## src/rtl/rle_pkg.sv

```systemverilog
package rle_pkg;

  typedef enum logic [1:0] {
    ST_DATA = 2'd0,
    ST_LEN  = 2'd1,
    ST_EMIT = 2'd2,
    ST_HALT = 2'd3
  } dec_state_t;

endpackage

```

## src/rtl/rle_rst_sync.sv

```systemverilog
module rle_rst_sync #(
  parameter int STAGES = 2
) (
  input  logic clk,
  input  logic rst_n,
  output logic srst_n
);

  logic [STAGES-1:0] chain_q;

  always_ff @(posedge clk or negedge rst_n) begin
    if (!rst_n) chain_q <= '0;
    else        chain_q <= {chain_q[STAGES-2:0], 1'b1};
  end

  assign srst_n = chain_q[STAGES-1];

endmodule

```

## src/rtl/rle_limit.sv

```systemverilog
module rle_limit #(
  parameter int LIM_W = 40
) (
  input  logic             clk,
  input  logic             srst_n,
  input  logic             clear,
  input  logic             fire,
  input  logic [LIM_W-1:0] limit,
  output logic             hit
);

  logic [LIM_W-1:0] cnt_q, cnt_d;
  logic             cnt_en;

  always_comb begin
    cnt_en = clear | fire;
    cnt_d  = cnt_q;
    if (clear)     cnt_d = '0;
    else if (fire) cnt_d = cnt_q + LIM_W'(1);
  end

  always_ff @(posedge clk or negedge srst_n) begin
    if (!srst_n)     cnt_q <= '0;
    else if (cnt_en) cnt_q <= cnt_d;
  end

  assign hit = (limit != '0) && ((cnt_q + LIM_W'(1)) == limit);

  // after the limiting beat the count equals the programmed limit
  p_count_at_limit_r5: assert property (@(posedge clk) disable iff (!srst_n)
    (fire && hit && !clear) |=> (cnt_q == $past(limit)));

endmodule

```

## src/rtl/rle_decode.sv

```systemverilog
module rle_decode
  import rle_pkg::*;
#(
  parameter int CH_W = 34
) (
  input  logic              clk,
  input  logic              srst_n,
  input  logic              clear,
  input  logic              in_valid,
  input  logic [CH_W+1:0]   in_word,
  input  logic              in_end,
  output logic              in_ready,
  output logic              out_valid,
  input  logic              out_ready,
  output logic [CH_W-1:0]   out_sample,
  output logic              out_last,
  input  logic              hit_limit,
  output logic              fire,
  output logic              halted
);

  localparam int WORD_W = CH_W + 2;
  localparam int CNT_W  = WORD_W + 2;
  localparam int REP_B  = CH_W;
  localparam int LEN_B  = CH_W + 1;

  dec_state_t      state_q, state_d;
  logic [CNT_W-1:0] run_q, run_d;
  logic [CH_W-1:0]  smp_q, smp_d;
  logic             end_q, end_d;
  logic             take, run_final, reg_en;

  always_comb begin
    in_ready  = (state_q == ST_DATA) || (state_q == ST_LEN);
    out_valid = (state_q == ST_EMIT);
    take      = in_valid && in_ready;
    fire      = out_valid && out_ready;
    run_final = (run_q == CNT_W'(1));
    out_last  = out_valid && (hit_limit || (run_final && end_q));
    halted    = (state_q == ST_HALT);
    reg_en    = clear | take | fire;
  end

  always_comb begin
    state_d = state_q;
    run_d   = run_q;
    smp_d   = smp_q;
    end_d   = end_q;
    if (clear) begin
      state_d = ST_DATA;
      run_d   = '0;
      smp_d   = '0;
      end_d   = 1'b0;
    end else begin
      unique case (state_q)
        ST_DATA: if (take) begin
          smp_d   = in_word[CH_W-1:0];
          run_d   = CNT_W'(1) + CNT_W'(in_word[REP_B]);
          end_d   = in_end;
          state_d = in_word[LEN_B] ? ST_LEN : ST_EMIT;
        end
        ST_LEN: if (take) begin
          run_d   = run_q + CNT_W'({in_word, 1'b0});
          end_d   = end_q | in_end;
          state_d = ST_EMIT;
        end
        ST_EMIT: if (fire) begin
          run_d = run_q - CNT_W'(1);
          if (out_last)       state_d = ST_HALT;
          else if (run_final) state_d = ST_DATA;
        end
        default: ;
      endcase
    end
  end

  always_ff @(posedge clk or negedge srst_n) begin
    if (!srst_n) begin
      state_q <= ST_DATA;
      run_q   <= '0;
      smp_q   <= '0;
      end_q   <= 1'b0;
    end else if (reg_en) begin
      state_q <= state_d;
      run_q   <= run_d;
      smp_q   <= smp_d;
      end_q   <= end_d;
    end
  end

  assign out_sample = smp_q;

  // a stalled sample keeps its value and stays offered
  p_hold_stall_r4: assert property (@(posedge clk) disable iff (!srst_n)
    (out_valid && !out_ready && !clear) |=> (out_valid && $stable(out_sample)));

  // input is never offered while a run is being emitted
  p_no_overlap_r4: assert property (@(posedge clk) disable iff (!srst_n)
    out_valid |-> !in_ready);

  // clear leaves an idle decoder with a zero sample
  p_clear_idle_r8: assert property (@(posedge clk) disable iff (!srst_n)
    clear |=> (in_ready && !out_valid && out_sample == '0 && !halted));

endmodule

```

## src/rtl/rle_expander.sv

```systemverilog
module rle_expander #(
  parameter int CH_W  = 34,
  parameter int LIM_W = 40
) (
  input  logic              clk,
  input  logic              rst_n,
  input  logic              clear,
  input  logic [LIM_W-1:0]  limit,
  input  logic              in_valid,
  input  logic [CH_W+1:0]   in_word,
  input  logic              in_end,
  output logic              in_ready,
  output logic              out_valid,
  input  logic              out_ready,
  output logic [CH_W-1:0]   out_sample,
  output logic              out_last,
  output logic              done
);

  logic srst_n;
  logic fire, hit;

  rle_rst_sync #(.STAGES(2)) u_rst (
    .clk    (clk),
    .rst_n  (rst_n),
    .srst_n (srst_n)
  );

  rle_limit #(.LIM_W(LIM_W)) u_limit (
    .clk    (clk),
    .srst_n (srst_n),
    .clear  (clear),
    .fire   (fire),
    .limit  (limit),
    .hit    (hit)
  );

  rle_decode #(.CH_W(CH_W)) u_dec (
    .clk        (clk),
    .srst_n     (srst_n),
    .clear      (clear),
    .in_valid   (in_valid),
    .in_word    (in_word),
    .in_end     (in_end),
    .in_ready   (in_ready),
    .out_valid  (out_valid),
    .out_ready  (out_ready),
    .out_sample (out_sample),
    .out_last   (out_last),
    .hit_limit  (hit),
    .fire       (fire),
    .halted     (done)
  );

  // a last sample accepted downstream ends the stream
  p_last_ends_r7: assert property (@(posedge clk) disable iff (!srst_n)
    (out_valid && out_ready && out_last && !clear) |=> done);

  // a finished stream offers nothing on either side
  p_done_quiet_r5: assert property (@(posedge clk) disable iff (!srst_n)
    done |-> (!out_valid && !in_ready));

endmodule

```

## config.mk

```make
export PLATFORM = sky130hd
export DESIGN_NAME = rle_expander
export DESIGN_NICKNAME = d
export VERILOG_FILES = /design/src/rtl/rle_pkg.sv /design/src/rtl/rle_rst_sync.sv /design/src/rtl/rle_limit.sv /design/src/rtl/rle_decode.sv /design/src/rtl/rle_expander.sv
export SDC_FILE = /design/constraint.sdc
export NUM_CORES = 1
export LEC_CHECK = 0
export ABC_AREA = 1
export CORE_UTILIZATION = 24
export CTS_CLUSTER_SIZE = 30
export DETAILED_ROUTE_END_ITERATION = 7
export GPL_TIMING_DRIVEN = 0
export PLACE_DENSITY = 0.44
export SLEW_MARGIN = 20
export SYNTH_ARGS = -nofsm -noshare
export SYNTH_HDL_FRONTEND = slang
export SYNTH_SLANG_ARGS = --single-unit
```

## constraint.sdc

```tcl
create_clock -name clk -period 4.05 [get_ports clk]
set_input_delay 0.81 -clock clk [delete_from_list [all_inputs] [get_ports clk]]
set_output_delay 0.81 -clock clk [all_outputs]
set_load 0.005 [all_outputs]
```

# == After elaboration in Yosys (flattened, before gate mapping) ==
# Index checks and enable logic that the tools add are counted.
# op_classes
addsub,4
n_eq_ne,9
muxes,22
bitwise,4
reduce_logical,19
# ops
cell,count
$mux W38,4
$pmux W38 S3,1
$mux W34,3
$mux W40,2
$add A40 B1 Y40 const B,1
$eq A40 B40 Y1,1
$reduce_bool A40 Y1,1
$add A38 B37 Y38,1
$eq A38 B1 Y1 const B,1
$sub A38 B1 Y38 const B,1
$mux W2,7
$ne A3 B2 Y1 const B,3
$pmux W2 S3,1
$reduce_and A6 Y1,1
$reduce_bool A2 Y1,3
$logic_and A1 B1 Y1,5
$reduce_and A5 Y1,1
$eq A2 B2 Y1 const B,2
$ne A4 B2 Y1 const B,1
$or A1 B1 Y1,4
$reduce_and A4 Y1,1
$reduce_bool A4 Y1,1
$mux W1,3
$reduce_and A3 Y1,1
7 further kinds,8
# word_totals
reg_bits,117
input_bits,82
out_inout_bits,38
word_cells,64

# == Depth between registers and ports, before layout ==
# Gate-level depths: netlist of the first run.
# logic_depth
word_depth,9
ltp_mapped,21
ltp_nobuf,21

# == Modules after synthesis ==
# From an unflattened synthesis of the first run, not the netlist that was laid out.
# hier_totals
cells_unflattened,1852
hier_area_um2,10859.2
# by_module_without_submodules
mod,instances,cells_per_inst,area_per_inst_um2,seq_area_each_um2
rle_decode,1,1196,7051.8,1876.8
rle_limit,1,653,3753.6,1001.0
rle_rst_sync,1,3,53.8,50.0

# == Worst setup path after synthesis of the first run ==
# Ideal clock, no wire load.
# synth_path
path_type,in2reg
startpoint,input in_word[0]
endpoint,register u_dec.run_q[27]
setup_time_ps,130
arrival_time_ps,2701
t_required_ps,3920
path_slack_ps,1219
cell_stages,19
path_buffers,0
cell_sequence,ha_1 > inv_1 > fa_1 > inv_1 > nand3_1 > nand2_1 > inv_1 > o21ai_1 > nand2_1 > nand2_1 > a21oi_1 > o21ai_1 > nand2_1 > nand2_1 > nand2_1 > nand2_1 > o21ai_1 > nand2_1 > o21ai_0
# synth_via
elab_chain_len,4
# synth_rtl
item,line,rtl
"start, declared",rle_expander.sv:10,"input logic [CH_W+1:0] in_word,"
$add A38 B37 Y38,rle_decode.sv:63,"run_d = run_q + CNT_W'({in_word, 1'b0});"
$mux W38,rle_decode.sv:62,ST_LEN: if (take) begin
$pmux W38 S3,rle_decode.sv:55,unique case (state_q)
$mux W38,rle_decode.sv:49,if (clear) begin
"end signal, assigned",rle_decode.sv:85,run_q <= run_d;
"end, declared",rle_decode.sv:28,"logic [CNT_W-1:0] run_q, run_d;"
# Every way passes these cells. The select of a mux whose other input is x is not followed.
# A chain may end at the register's enable or synchronous reset.

# == Worst setup path in the final report of the first run ==
# layout_path
startpoint,register u_limit.cnt_q[1]
endpoint,output out_last
# layout_via
elab_chain_len,5
# layout_rtl
item,line,rtl
"start, declared",rle_limit.sv:12,"logic [LIM_W-1:0] cnt_q, cnt_d;"
"start signal, assigned",rle_limit.sv:24,else if (cnt_en) cnt_q <= cnt_d;
$add A40 B1 Y40,rle_limit.sv:27,assign hit = (limit != '0) && ((cnt_q + LIM_W'(1)) == limit);
$eq A40 B40 Y1,rle_limit.sv:27,
$logic_and A1 B1 Y1,rle_limit.sv:27,
$logic_or A1 B1 Y1,rle_decode.sv:39,out_last = out_valid && (hit_limit || (run_final && end_q));
$logic_and A1 B1 Y1,rle_decode.sv:39,
"end, declared",rle_expander.sv:16,"output logic out_last,"
# Every way passes these cells.

==> results of run 1 <==
## what timing repair did
item	in CTS	in global routing
hold endpoints to repair	0	0
pin swaps	5	4
setup buffers	4	3
gates resized for setup	19	15
endpoints found under the setup margin	1	1
## critical path: cells and delay by family (launching register included)
kind	cells	cell delay, ns
buf+inv	4	0.39
fa+ha+maj	1	0.17
flops	1	0.42
simple gates	14	1.55
## cell type report
class,count,area (sq um),area share (%)
multi-input combinational,1314,6534,50.74
sequential,117,2934,22.79
timing repair buffer,127,1289,10.01
inverter,191,716.9,5.568
tap,539,674.4,5.238
clock buffer,19,452.9,3.518
clock inverter,12,155.1,1.205
buffer,30,120.1,0.9329
## cells in the final DEF (no fill, tap or decap), types with 16 or more instances in the layout
cell type | Yosys | layout
a21oi_1 | 70 | 70
clkbuf_1 | 24 | 24
clkbuf_16 | 0 | 17
clkdlybuf4s50_1 | 0 | 117
dfrtp_1 | 117 | 114
ha_1 | 43 | 42
inv_1 | 181 | 180
nand2_1 | 514 | 512
nand3_1 | 137 | 135
nand3b_1 | 16 | 16
nor2_1 | 237 | 223
nor3_1 | 22 | 22
o21ai_0 | 123 | 123
o22ai_1 | 37 | 37
## synthesized netlist by cell type (6+ instances only)
cell type	n	share of area [%]
nor4_1	6	0.37
ha_1	43	5.3
o21ai_0	123	6.0
xor2_1	15	1.3
nor2_4	6	0.66
a21o_1	10	0.74
inv_1	181	6.7
o21ai_1	9	0.44
nand4_1	6	0.37
xnor2_1	8	0.69
buf_2	6	0.29
a21oi_1	70	3.4
o22ai_1	37	2.3
nand3b_1	16	1.2
nand2_1	514	19
nor2_1	237	8.7
clkbuf_1	24	0.88
nand3_1	137	6.7
nor3_1	22	1.1
inv_2	6	0.22
dfrtp_1	117	29
## worst max path at each step
stage                     start         endpoint  slack [ns]  cells after the start
4_1_cts                limit[0]         out_last        0.06                     18
3_3_place_gp   u_rst.chain_q[1]  u_dec.run_q[27]       -1.72                      0
5_1_grt        u_limit.cnt_q[1]         out_last        0.04                     19
2_1_floorplan  u_rst.chain_q[1]      u_dec.end_q        0.55                      0
6_report       u_limit.cnt_q[1]         out_last        0.23                     19
3_5_place_dp           limit[0]         out_last       -0.43                     18
## flip-flops by register name, summed over array words and instances (netlist names)
signal            count
u_dec.state_q         2
u_limit.cnt_q        40
u_dec.run_q          38
u_rst.chain_q         2
u_dec.out_sample     34
u_dec.end_q           1
## per-stage QoR
stage	worst slack, ns	utilization (%)	instances	cell area [sq um]	power [mW]
global route	0.03972	30.70	2349	12880	6.866
finish	0.2313	30.70	2349	12880	6.394
detailed placement	-0.4315	28.85	2311	12100	4.732
CTS	0.05826	30.56	2346	12820	6.417
floorplan	0.5492	-	1652	10190	3.428
global placement	-1.724	28.72	2309	12050	4.720
## per-layer routing
metal / global-route usage, % / wire length [um] / up-vias
met3: 3.713 / 1824 / 52
met4: 6.079 / 1095 / 2
li1: - / - / 5684
met2: 34.90 / 20900 / 270
met1: 26.02 / 19790 / 5415
met5: 0 / 8 / -
## cell families after synthesis
kind of cell	synth area share [%]
xor+xnor	2.639
simple gates	39.60
flops	28.72
compound gates	15.32
other cells	0.03679
buf+inv	8.212
fa+ha+maj	5.474
## power by group through the flow
stage                     registers [mW]  clock network [mW]  logic [mW]
final                               1.45                1.64        3.30
after global routing                1.48                1.72        3.67
after CTS                           1.45                1.68        3.28
after detailed placement            1.47                   0        3.26
after global placement              1.49                   0        3.23
after floorplan                     1.44                   0        1.98
==> summary.md, run 1 <==
| Metric | Value |
|---|---|
| Worst-Skew Late Latency | `0.46 ns` |
| Total gr overflow | `0` |
| Clock tree sinks | `117` |
| Final hold viol count | `0` |
| Total CTS buffers | `17` |
| Via count | `11420` |
| Placeable Area | `41950 sq um` |
| Share of cells above drive strength 1 | `5.414%` |
| Hold Crit Start | `u_rst.chain_q[0]` |
| GPL Wtd Cong | `0.9069` |
| CTS tree | `yes` |
| Sequential area share after synthesis | `28.72%` |
| Netlist cell types | `45` |
| Slowest CP cell | `dfrtp_1` |
| DP Wirelength | `34450 um` |
| Top FF cell, synth | `dfrtp_1` |
| Synthesized cell area | `10190 sq um` |
| Asr flop ratio synth | `100.0%` |
| Hold path cells | `0` |
| P&R area growth vs syn | `26.32%` |
| Net Count, Synth | `1778` |
| Yosys warning count | `0` |
| Internal | `3.314 mW` |
| VDD IR max | `0.0002677 V` |
| Crit start category | `flip-flop` |
| FILL cells | `4683` |
| Cells after Synth | `1652` |
| Final worst path period share | `94.29%` |
| Hold WS | `0.3536 ns` |
| DRC Markers | `0` |
| Max H-tree Level | `4` |
| Die Area | `43300 sq um` |
| Worst path cell trace | `ha_4 -> nand2_2 -> nor2_4 -> buf_4 -> nand3_4 -> nor2_4 -> nand2_1 -> nand3_1 -> nand2_1 -> inv_1 -> nand2_1 -> nor2_2 -> nand2_1 -> nor2_1 -> nand3_1 -> nand2_1 -> nand2_1 -> inv_1 -> clkbuf_2` |
| Vias in the first global route | `11160` |
| Detail Route Antenna Nets | `0` |
| Port Buf Inserts | `118` |
| Yosys reg bits | `117` |
| Max cap viols | `0` |
| Rows | `75` |
| 1st-iter DRT viols | `684` |
| Worst setup EP type | `output port` |
| 1st-pass router iterations | `5` |
| R2R Setup Slk | `0.49 ns` |
| Fmax | `0.2619 GHz` |
| Setup TNS | `0 ns` |
| Antenna Cells | `0` |
| Worst r2r src | `u_dec.state_q[1]` |
| Switching Fraction | `48.17%` |
| First-pass GRT wire length | `66650 um` |
| Worst R2R End | `u_dec.run_q[23]` |
| Critical-path maximum fanout | `4` |
| Largest net degree at the start of global routing | `49` |
| Routed Wire Length | `43610 um` |
| CP Class | `reg2out` |
| Logic pwr share | `51.6%` |
| LEAKAGE | `6.073 nW` |
| Post-synth EDFFs | `0` |
| RSZ-0062 raised after global routing | `false` |
| CP required | `3.24 ns` |
| CTS Root Cell | `clkbuf_16` |
| Avg Cell Area, Syn | `6.170 sq um` |
| Arr. time, crit path | `3.01 ns` |
| PwrDens | `496.6 nW/um^2` |
| CTS max path bufs | `2` |
| Worst hold path type | `reg2reg` |
| Worst-Margin Slew | `1.142 ns` |
| Status | `completed` |
| R2R cell count | `10` |
| Psw | `3.080 mW` |
| I/O pins | `120` |
| Initial antenna violation count | `1` |
| Die outline width | `208.1 um` |
| Wire length per cell | `18.57 um` |
| Final Skew | `0.01231 ns` |
| Clock power frac | `25.6%` |
| Slew Viols, Final | `0` |
| Relative slew slack | `23.58%` |
| CP max stage delay | `0.42 ns` |
| Fin crit period | `3.819 ns` |
| CTS Hold Buffers Added | `0` |
| Tot GR Track Use | `20.41%` |
| Reg clk slew, reported paths | `0.06 ns` |
| Hold endpoint | `u_rst.chain_q[1]` |
| Starting Density | `24.30%` |
| Final setup violation count | `0` |
| Sequential power share | `22.7%` |
| Final nets | `1924` |
| Most used cell, CP | `nand2_1` |
| Die Ht | `208.1 um` |
| Vias per inst | `4.863` |
Note: power is estimated with default switching activity, not from simulation.
==> run 2, diff against run 1 <==
- REMOVE_ABC_BUFFERS: default -> 1
==> run 2 against run 1 <==
  * The run now ends with setup timing left
  * Via count is 2.8% lower
  * First-iteration DRC count is 14% lower
  * Critical path depth is 3 lower
  * Highest routed layer is now met4
==> summary.md, run 2 (synthesized netlist as in run 1, its figures left out) <==
| Metric | Value |
|---|---|
| Setup TNS | `-0.02600 ns (-0.02600 ns)` |
| Multi-input gate area | `6558 sq um (+0.36%)` |
| Clock tree sinks | `117 (unchanged)` |
| Clock power frac | `26.8% (+1.2 points)` |
| Final instance area | `12880 sq um (about the same)` |
| Number of flip-flops under the largest register name | `40 (unchanged)` |
| Reg clk slew, reported paths | `0.06 ns (about the same)` |
| Final Skew | `0.01478 ns (+0.002471 ns)` |
| Post-Place Cell Area | `12040 sq um (-0.52%)` |
| Die Ht | `208.1 um (unchanged)` |
| CP max stage delay | `0.49 ns (+0.07 ns)` |
| CTS Hold Buffers Added | `0 (unchanged)` |
| CP required | `3.24 ns (about the same)` |
| Slowest CP cell | `clkdlybuf4s50_1` |
| Port Buf Inserts | `119 (+0.85%)` |
| Die outline width | `208.1 um (unchanged)` |
| Placeable Area | `41950 sq um (unchanged)` |
| Max cap viols | `0 (unchanged)` |
| 1st-iter DRT viols | `586 (-14%)` |
| Worst R2R End | `u_dec.run_q[14]` |
| Relative slew slack | `33.51% (+9.9 points)` |
| VDD IR max | `0.0002357 V (-12%)` |
| Largest net degree at the start of global routing | `44 (-10%)` |
| P&R area growth vs syn | `26.39% (about the same)` |
| Status | `complete, but fails checks` |
| Final worst path period share | `100.6% (+6.4 points)` |
| DP Wirelength | `30710 um (-11%)` |
| Detail Route Antenna Nets | `0 (unchanged)` |
| Routed Wire Length | `39770 um (-8.8%)` |
| Crit start category | `flip-flop` |
| Switching Fraction | `46.12% (-2.0 points)` |
| Reg area | `2932 sq um (about the same)` |
| Total CTS buffers | `17 (unchanged)` |
| Slew Viols, Final | `0 (unchanged)` |
| R2R cell count | `13 (+3)` |
| Fin cells | `2324 (-1.1%)` |
| Tot GR Track Use | `18.62% (-1.8 points)` |
| GPL Wtd Cong | `0.8750 (-3.5%)` |
| FILL cells | `4608 (-1.6%)` |
| Pre-CTS setup slack | `-0.4880 ns (-0.05650 ns)` |
| Total gr overflow | `0 (unchanged)` |
| 1st-pass router iterations | `5 (unchanged)` |
| Fin crit period | `4.076 ns (+0.2573 ns)` |
| CP Class | `reg2out` |
| CTS max path bufs | `2 (unchanged)` |
| Worst path cell trace | `nand2_1 -> nor2_1 -> nand2_2 -> nor2_4 -> nand2_2 -> nor2_2 -> nand2_1 -> xor2_1 -> nand2_1 -> nand2_1 -> nor2_2 -> nand3_2 -> nand2_2 -> nand2_1 -> inv_1 -> clkdlybuf4s50_1` |
| Share of cells above drive strength 1 | `5.714% (+0.30 points)` |
| Critical-path maximum fanout | `6 (+2)` |
| Final hold viol count | `0 (unchanged)` |
| Vias in the first global route | `11020 (-1.3%)` |
| Worst-Margin Slew | `0.9973 ns (-0.1448 ns)` |
| CTS Root Cell | `clkbuf_16` |
| Final setup violation count | `1 (+1)` |
| I/O pins | `120 (unchanged)` |
| Worst r2r src | `u_dec.state_q[0]` |
| LEAKAGE | `6.090 nW (+0.28%)` |
| Worst-Skew Late Latency | `0.45 ns (about the same)` |
| Worst setup EP type | `output port` |
| CTS tree | `yes` |
| Arr. time, crit path | `3.27 ns (+0.26 ns)` |
| DRC Markers | `0 (unchanged)` |
| R2R Setup Slk | `0.50 ns (about the same)` |
| PwrDens | `491.8 nW/um^2 (-0.96%)` |
| Failing checks | `setup timing` |
| Fmax | `0.2453 GHz (-6.3%)` |
| Die Area | `43300 sq um (unchanged)` |
| Max H-tree Level | `4 (unchanged)` |
| Initial antenna violation count | `0 (-1)` |
| Starting Density | `24.30% (unchanged)` |
| Largest Register | `u_limit.cnt_q` |
| Psw | `2.923 mW (-5.1%)` |
| Worst hold path type | `reg2async` |
| Vias per inst | `4.776 (-1.8%)` |
| Via count | `11100 (-2.8%)` |
| RSZ-0062 raised after global routing | `true` |
| Most used cell, CP | `nand2_1` |
| First-pass GRT wire length | `61890 um (-7.1%)` |
| Antenna Cells | `0 (unchanged)` |
| Wire length per cell | `17.11 um (-7.8%)` |
| Final nets | `1898 (-1.4%)` |
| Placed cells | `2283 (-1.2%)` |
| Commonest non-fill, non-tap cell in the layout | `nand2_1` |
| Final setup margin | `-0.02600 ns (-0.2573 ns)` |
| Internal | `3.414 mW (+3.0%)` |
| Total power | `6.336 mW (-0.91%)` |
| Commonest non-fill, non-tap cells in the layout | `nand2_1, nor2_1, inv_1` |
| Logic pwr share | `50.4% (-1.2 points)` |
| Rows | `75 (unchanged)` |
| Sequential power share | `22.8% (about the same)` |
[run 2: cell types whose count changed in the layout (fill, tap and decap cells not counted), moves of 3 or more]
cell,delta
buf_2,-6
clkbuf_1,-23
clkbuf_8,+5
nand2_2,+3
nand2_1,-3
clkinv_1,-3
nor2_2,+3
[run 2: per-stage QoR]
step / util (%) / hold slack (ns)
2_1_floorplan: - / 0.3312
3_3_place_gp: 28.46 / 0.3371
3_5_place_dp: 28.70 / 0.3426
4_1_cts: 30.49 / 0.3521
5_1_grt: 30.71 / 0.3591
6_report: 30.71 / 0.3189
[run 2: critical path, delay by kind of cell, from the launching register on]
family / cells / cell delay, ns
XOR/XNOR: 1 / 0.19
buffers and inverters: 2 / 0.56
flip-flops: 1 / 0.43
AND/OR/NAND/NOR: 13 / 1.62
[run 2: cell type report]
type / count / area share, %
repair buffers: 131 / 10.49
multi-input cells: 1314 / 50.90
flip-flops and latches: 117 / 22.75
inverters: 191 / 5.652
well taps: 539 / 5.235
clock inverters: 7 / 0.8935
clock buffers: 25 / 4.079
[run 2: how the worst max path moves through the flow]
| stage | startpoint | end | cells past startpoint |
|---|---|---|---|
| after floorplan | u_rst.chain_q[1] | u_dec.end_q | 0 |
| after global placement | u_dec.state_q[0] | u_dec.run_q[14] | 12 |
| after detailed placement | clear | u_dec.run_q[14] | 10 |
| after CTS | u_limit.cnt_q[1] | out_last | 19 |
| after global routing | u_limit.cnt_q[1] | out_last | 19 |
| final | u_limit.cnt_q[7] | out_last | 16 |
[run 2: what timing repair did]
action,in CTS,in global routing
setup buffers,5,4
setup endpoints to repair,36,36
pin swaps,6,12
resized for setup,20,17
[run 2: power by group through the flow]
| stage | logic [mW] | clock network (mW) | registers (mW) |
|---|---|---|---|
| 5_1_grt | 3.58 | 1.81 | 1.47 |
| 4_1_cts | 3.19 | 1.77 | 1.45 |
| 3_3_place_gp | 3.09 | 0 | 1.48 |
| 6_report | 3.19 | 1.70 | 1.45 |
| 3_5_place_dp | 3.17 | 0 | 1.47 |
| 2_1_floorplan | 1.94 | 0 | 1.44 |
[run 2: layer usage]
metal	routed length (um)	vias to the layer above	share of wire, %	track usage [%]
met1	17760	5223	45	22.78
met5	0	-	0	0
met3	1328	28	3.3	2.958
met2	20210	211	51	33.73
met4	478	0	1.2	4.725
li1	-	5637	-	-
